--- config.mk ---
export PLATFORM = sky130hd
export DESIGN_NAME = minmax_unit
export DESIGN_NICKNAME = d
export VERILOG_FILES = /design/src/rtl/minmax_pkg.sv /design/src/rtl/mm_prep.sv /design/src/rtl/mm_ucmp.sv /design/src/rtl/mm_cr.sv /design/src/rtl/minmax_unit.sv
export SDC_FILE = /design/constraint.sdc
export NUM_CORES = 1
export LEC_CHECK = 0
export BUFFER_PORTS_ARGS = -buffer_cell sky130_fd_sc_hd__buf_2
export CORE_UTILIZATION = 30
export DETAILED_ROUTE_END_ITERATION = 6
export PLACE_DENSITY = 0.6
export RECOVER_POWER = 50
export SLEW_MARGIN = 20
export SYNTH_ARGS = -nofsm -noshare
export SYNTH_HDL_FRONTEND = slang
export SYNTH_SLANG_ARGS = --single-unit
--- constraint.sdc ---
create_clock -name vclk -period 5.37
set_input_delay 0.537 -clock vclk [all_inputs]
set_output_delay 0.537 -clock vclk [all_outputs]
set_load 0.005 [all_outputs]
--- src/rtl/minmax_pkg.sv ---
package minmax_pkg;
  typedef struct packed {
    logic is_max;
    logic is_signed;
    logic is_word;
  } mm_mode_t;

  typedef struct packed {
    logic lt;
    logic gt;
    logic eq;
    logic so;
  } cr_field_t;
endpackage

--- src/rtl/mm_prep.sv ---
module mm_prep #(
  parameter int unsigned XLEN = 64
) (
  input  logic [XLEN-1:0] val_i,
  input  logic            word_i,
  input  logic            sgn_i,
  output logic [XLEN-1:0] key_o
);
  localparam int unsigned HALF = XLEN / 2;

  logic [XLEN-1:0] placed;

  always_comb begin
    placed = word_i ? {val_i[HALF-1:0], {HALF{1'b0}}} : val_i;
    // flipped sign bit makes unsigned order match signed order
    key_o  = {placed[XLEN-1] ^ sgn_i, placed[XLEN-2:0]};
  end
endmodule

--- src/rtl/mm_ucmp.sv ---
module mm_ucmp #(
  parameter int unsigned W     = 64,
  parameter int unsigned CHUNK = 8
) (
  input  logic [W-1:0] a_i,
  input  logic [W-1:0] b_i,
  output logic         lt_o,
  output logic         eq_o
);
  localparam int unsigned NCH = W / CHUNK;

  logic [NCH-1:0] c_lt;
  logic [NCH-1:0] c_eq;

  for (genvar g = 0; g < NCH; g++) begin : g_chunk
    assign c_lt[g] = a_i[g*CHUNK +: CHUNK] < b_i[g*CHUNK +: CHUNK];
    assign c_eq[g] = a_i[g*CHUNK +: CHUNK] == b_i[g*CHUNK +: CHUNK];
  end

  always_comb begin
    lt_o = 1'b0;
    eq_o = 1'b1;
    for (int i = NCH - 1; i >= 0; i--) begin
      if (eq_o) begin
        lt_o = c_lt[i];
        eq_o = c_eq[i];
      end
    end
  end
endmodule

--- src/rtl/mm_cr.sv ---
module mm_cr
  import minmax_pkg::*;
(
  input  logic      lt_i,
  input  logic      eq_i,
  input  logic      rec_i,
  input  logic      so_i,
  output cr_field_t cr_o,
  output logic      valid_o
);
  always_comb begin
    cr_o    = '0;
    valid_o = rec_i;
    if (rec_i) begin
      cr_o.lt = lt_i;
      cr_o.eq = eq_i;
      cr_o.gt = ~lt_i & ~eq_i;
      cr_o.so = so_i;
    end
  end
endmodule

--- src/rtl/minmax_unit.sv ---
module minmax_unit
  import minmax_pkg::*;
#(
  parameter int unsigned XLEN  = 64,
  parameter int unsigned CHUNK = 8
) (
  input  logic [XLEN-1:0] ra_i,
  input  logic [XLEN-1:0] rb_i,
  input  logic            ra_zero_i,
  input  logic [2:0]      mode_i,
  input  logic            rec_i,
  input  logic            so_i,
  output logic [XLEN-1:0] res_o,
  output logic [3:0]      cr_o,
  output logic            cr_valid_o
);
  mm_mode_t        mode;
  logic [XLEN-1:0] src_a;
  logic [XLEN-1:0] key_a;
  logic [XLEN-1:0] key_b;
  logic            a_lt_b;
  logic            a_eq_b;
  logic            take_a;
  cr_field_t       cr;

  assign mode  = mm_mode_t'(mode_i);
  assign src_a = ra_zero_i ? '0 : ra_i;

  mm_prep #(.XLEN(XLEN)) u_prep_a (
    .val_i(src_a), .word_i(mode.is_word), .sgn_i(mode.is_signed), .key_o(key_a)
  );
  mm_prep #(.XLEN(XLEN)) u_prep_b (
    .val_i(rb_i), .word_i(mode.is_word), .sgn_i(mode.is_signed), .key_o(key_b)
  );

  mm_ucmp #(.W(XLEN), .CHUNK(CHUNK)) u_cmp (
    .a_i(key_a), .b_i(key_b), .lt_o(a_lt_b), .eq_o(a_eq_b)
  );

  // max swaps operands: b < a is "greater and not equal"
  assign take_a = mode.is_max ? (~a_lt_b & ~a_eq_b) : a_lt_b;
  assign res_o  = take_a ? src_a : rb_i;

  mm_cr u_cr (
    .lt_i(a_lt_b), .eq_i(a_eq_b), .rec_i(rec_i), .so_i(so_i),
    .cr_o(cr), .valid_o(cr_valid_o)
  );
  assign cr_o = cr;
endmodule

==> Word-level counts from Yosys, hierarchy flattened <==
Index checks and enable logic that the tools add are counted.
{ "op_classes": {"add_sub_neg": 0, "n_mul": 0, "n_div": 0, "n_lt_le_gt_ge": 8, "eq_ne": 8, "n_shift": 0, "n_mux": 20, "n_bitwise": 5, "n_reduce_logical": 0} }
{ "ops": {"columns": ["operator", "n"], "rows": [
  ["$mux W64", 4],
  ["$eq A8 B8 Y1", 8],
  ["$lt A8 B8 Y1", 8],
  ["$mux W1", 15],
  ["$mux W4", 1],
  ["$not A1 Y1", 2],
  ["$xor A1 B1 Y1", 2],
  ["$and A1 B1 Y1", 1]
]} }
{ "totals": {"ff_bits": 0, "latchBits": 0, "ramBits": 0, "mem_bits_ro": 0, "input_bits": 134, "output_inout_bits": 69, "elab_cells": 41, "memories": 0} }

==> Logic depth before layout (Yosys ltp) <==
{ "depth": {"ltp_word": 15, "mapped_depth": 16, "mapped_depth_nobuf": 12} }

==> By module <==
A second synthesis with hierarchy kept.
{ "hier_totals": {"cells_unflattened": 524, "area_unflattened_um2": 4514.3} }
{ "modules_own_cells": {"columns": ["mod", "instances", "cells_per_inst", "area_per_inst_um2", "seq_area_each_um2"], "rows": [
  ["mm_ucmp", 1, 232, 1717.9, 0.0],
  ["mm_prep", 2, 72, 754.5, 0.0],
  ["minmax_unit", 1, 143, 1244.9, 0.0],
  ["mm_cr", 1, 5, 42.5, 0.0]
]} }

==> Worst setup path after synthesis <==
No wires, ideal clock.
{ "synth_timing": {"path_type": "input to output", "from": "input port mode_i[0]", "to": "output port res_o[10]", "arrival_ns": 4.765, "required_ns": 4.833, "path_slack_ns": 0.068, "stages": 15, "path_buffers": 5, "cell_sequence": "clkbuf_1 > clkbuf_1 > buf_1 > mux2i_1 > nor2_1 > ha_1 > nand4_1 > or4_4 > or4_1 > and4_1 > or3_4 > mux2_4 > buf_12 > buf_12 > mux2_4"} }
{ "synth_between": {"elab_chain_cells": 14, "word_cells_on_any_way": 39, "classes_between": "order compare (8); eq/ne (8); mux (18); bitwise (5)"} }
{ "synth_lines": {"columns": ["element", "line", "source"], "rows": [
  ["start: declaration", "minmax_unit.sv:10", "input logic [2:0] mode_i,"],
  ["$mux W64", "mm_prep.sv:14", "placed = word_i ? {val_i[HALF-1:0], {HALF{1'b0}}} : val_i;"],
  ["$xor A1 B1 Y1", "mm_prep.sv:16", "key_o = {placed[XLEN-1] ^ sgn_i, placed[XLEN-2:0]};"],
  ["$lt A8 B8 Y1 or $eq A8 B8 Y1 (tied branches)", "mm_ucmp.sv:16, mm_ucmp.sv:17", null],
  ["$mux W1 (7 in a row)", "mm_ucmp.sv:24", "if (eq_o) begin"],
  ["$not A1 Y1", "minmax_unit.sv:41", "assign take_a = mode.is_max ? (~a_lt_b & ~a_eq_b) : a_lt_b;"],
  ["$and A1 B1 Y1", "minmax_unit.sv:41", null],
  ["$mux W1 *", "minmax_unit.sv:41", null],
  ["$mux W64 *", "minmax_unit.sv:42", "assign res_o = take_a ? src_a : rb_i;"],
  ["end: declaration", "minmax_unit.sv:13", "output logic [XLEN-1:0] res_o,"]
]} }
Every way passes the cells marked *; elsewhere a longest branch is shown, timed or not.

==> Worst setup path after layout <==
{ "layout_timing": {"from": "input port mode_i[0]", "to": "output port res_o[30]"} }
Same word-level chain as after synthesis.

==> impl_metrics.json <==
{
  "crit_arrival_ns": 4.61,
  "drive_gt1_share_pct": 39.8,
  "dp_slack_ns": 0.199,
  "rsz0062_at_grt": "no",
  "synth_top_area_share_pct": 21.7,
  "period_needed_ns": 5.14,
  "top_layer_used": "met4",
  "cp-start-kind": "input pin",
  "min_from": "rec_i",
  "ir_drop_mv": 0.0479,
  "cp.required_ns": 4.83,
  "clkbuf_count": 0,
  "ys_top_cells_by_area": "mux2_4, ha_1, mux2i_1, nor2b_1, nand2b_1",
  "ant_nets": 0,
  "ys_seq_area_share_pct": 0,
  "instances_no_fill": 858,
  "powerDensity_nw_per_um2": 97.5,
  "wl_microns": 11500,
  "fin_area_sq_um": 5270,
  "antenna_found_initial": 0,
  "netlist_instances": 494,
  "hold_viol_final": 0,
  "ctsResizeCount": 0,
  "met2_length_microns": 5640,
  "diodes": 0,
  "yosys_warnings": 0,
  "core-area_sq_um": 13800,
  "grtUsageTotal_pct": 15.2,
  "fin_util_pct": 38.1,
  "crit_type": "in -> out",
  "hold_ws_ns": 1.30,
  "routabilityCongestion": 0.759,
  "start_util_pct": 30.6,
  "hold_path_end": "cr_valid_o",
  "min_path_type": "in -> out",
  "hold_buffers": 0,
  "wire_per_inst_microns": 13.4,
  "fin_crit_sh_pct": 95.8,
  "drt-met1-wl_microns": 5420,
  "grt_max_degree": 47,
  "syn_avg_cell_area_sq_um": 8.56,
  "end_kind": "output pin",
  "die_w_microns": 121,
  "dp_cells": 858,
  "dieArea_sq_um": 14600,
  "grt_pass1_wl_microns": 18700,
  "grt_overflow": 0,
  "grt_pass1_vias": 3976,
  "drc_errors": 0,
  "p_leak_nw": 2.78,
  "synthDistinctLibCells": 41,
  "worst_slack_ns": 0.228,
  "yosysTopAreaCell": "mux2_4",
  "tightest_slew_ns": 0.440,
  "cap_violations": 0,
  "crit_fanout": 46,
  "ff_latch_area_sq_um": 0,
  "setup_violations": 0,
  "io_buffers": 203,
  "top_level_ports": 203,
  "max_freq_ghz": 0.194,
  "syn_area_sq_um": 4230,
  "fillCellCount": 1521,
  "place_area_sq_um": 5360,
  "synth_nets": 692,
  "nFlopsAndLatches": 0,
  "place_hpwl_microns": 9770,
  "relSlewSlack_pct": 70.4,
  "maxSlewViolCount": 0,
  "routed-wl-met3_microns": 421,
  "p_total_mw": 0.514,
  "area_growth_pct": 24.7,
  "dieHeight_microns": 121,
  "postCtsSetupBuffers": 0,
  "min_path_cells": 2,
  "setup_tns_ns": 0,
  "fin_nets": 878,
  "vias": 4135,
  "num_rows": 43,
  "drtPass1Iterations": 4,
  "outcome": "complete, no violations",
  "drtIter0Drc": 112,
  "viasPerCell": 4.82
}
## final cells by class
| class | count | area (sq um) | share of cell area [%] |
|---|---|---|---|
| multi-input cells | 459 | 3890 | 73.9 |
| repair buffers | 216 | 1140 | 21.6 |
| inverters | 3 | 11.3 | 0.214 |
| well taps | 180 | 225 | 4.27 |
## worst max path at each step
stage               cells after the start       from         to  slack (ns)
finish                                 14  mode_i[0]  res_o[30]        0.23
global route                           14  mode_i[0]  res_o[11]        0.08
CTS                                    14  mode_i[0]  res_o[39]        0.19
detailed placement                     14  mode_i[0]  res_o[39]        0.20
global placement                       14  mode_i[0]  res_o[40]        0.26
floorplan                              15  mode_i[0]  res_o[10]        0.07
## power by group
group / switching [mW] / total, mW / internal (mW)
combinational: 0.233 / 0.514 / 0.281
sequential: 0 / 0 / 0
clock: 0 / 0 / 0
total: 0.233 / 0.514 / 0.281
## logic make-up (layout without fill, tap and decap cells)
family                   after synthesis  count (layout)  share of synthesized area, %
multiplexers                         129             129                          38.0
adder cells (fa/ha/maj)               64              64                          18.9
buffers and inverters                 35             219                          5.89
XOR/XNOR                               2               2                         0.415
AO/OA/AOI/OAI                         43              43                          6.39
AND/OR/NAND/NOR                      221             221                          30.3
## synth_stat cells (all sizes together), types with 2 or more instances
master	number
inv	3
a21o	4
or4	2
mux2i	60
and3	3
and4	3
mux2	69
nand2	8
nor4	4
or2	5
nor2	37
nand2b	30
clkbuf	18
and2	29
buf	14
o21ai	8
ha	64
or3	4
o21bai	3
a211oi	5
a21oi	14
nor2b	72
o31ai	2
xor2	2
o211ai	2
nand4	13
nor3b	2
nand3	8
## metal layers
metal  GRT usage [%]  vias up
met5               0        -
met4           0.309        0
met3           0.708        2
met2            28.3      106
met1            20.3     1886
li1                -     2141
## critical path, stage by stage
cell and delay, ns:
buf_4 0.12, buf_12 0.24, mux2i_1 0.22, nor2_1 0.06, ha_1 0.29, nand4_1 0.21
or4_4 0.63, or4_1 0.52, and4_1 0.22, or3_4 0.34, mux2_4 0.36, buf_12 0.26
mux2_1 0.39, buf_2 0.14
## layout by cell type, fill, tap and decap left out, types with 13 or more instances in the layout
cell type / netlist / routed
buf_2: 0 / 198
a21oi_1: 14 / 14
and2_1: 29 / 29
ha_1: 64 / 64
nor2_1: 37 / 36
buf_4: 1 / 13
mux2_1: 0 / 23
nand4_1: 13 / 13
mux2i_1: 60 / 60
nand2b_1: 30 / 30
nor2b_1: 72 / 72
mux2_4: 61 / 38
(Power assumes the default switching activity.)
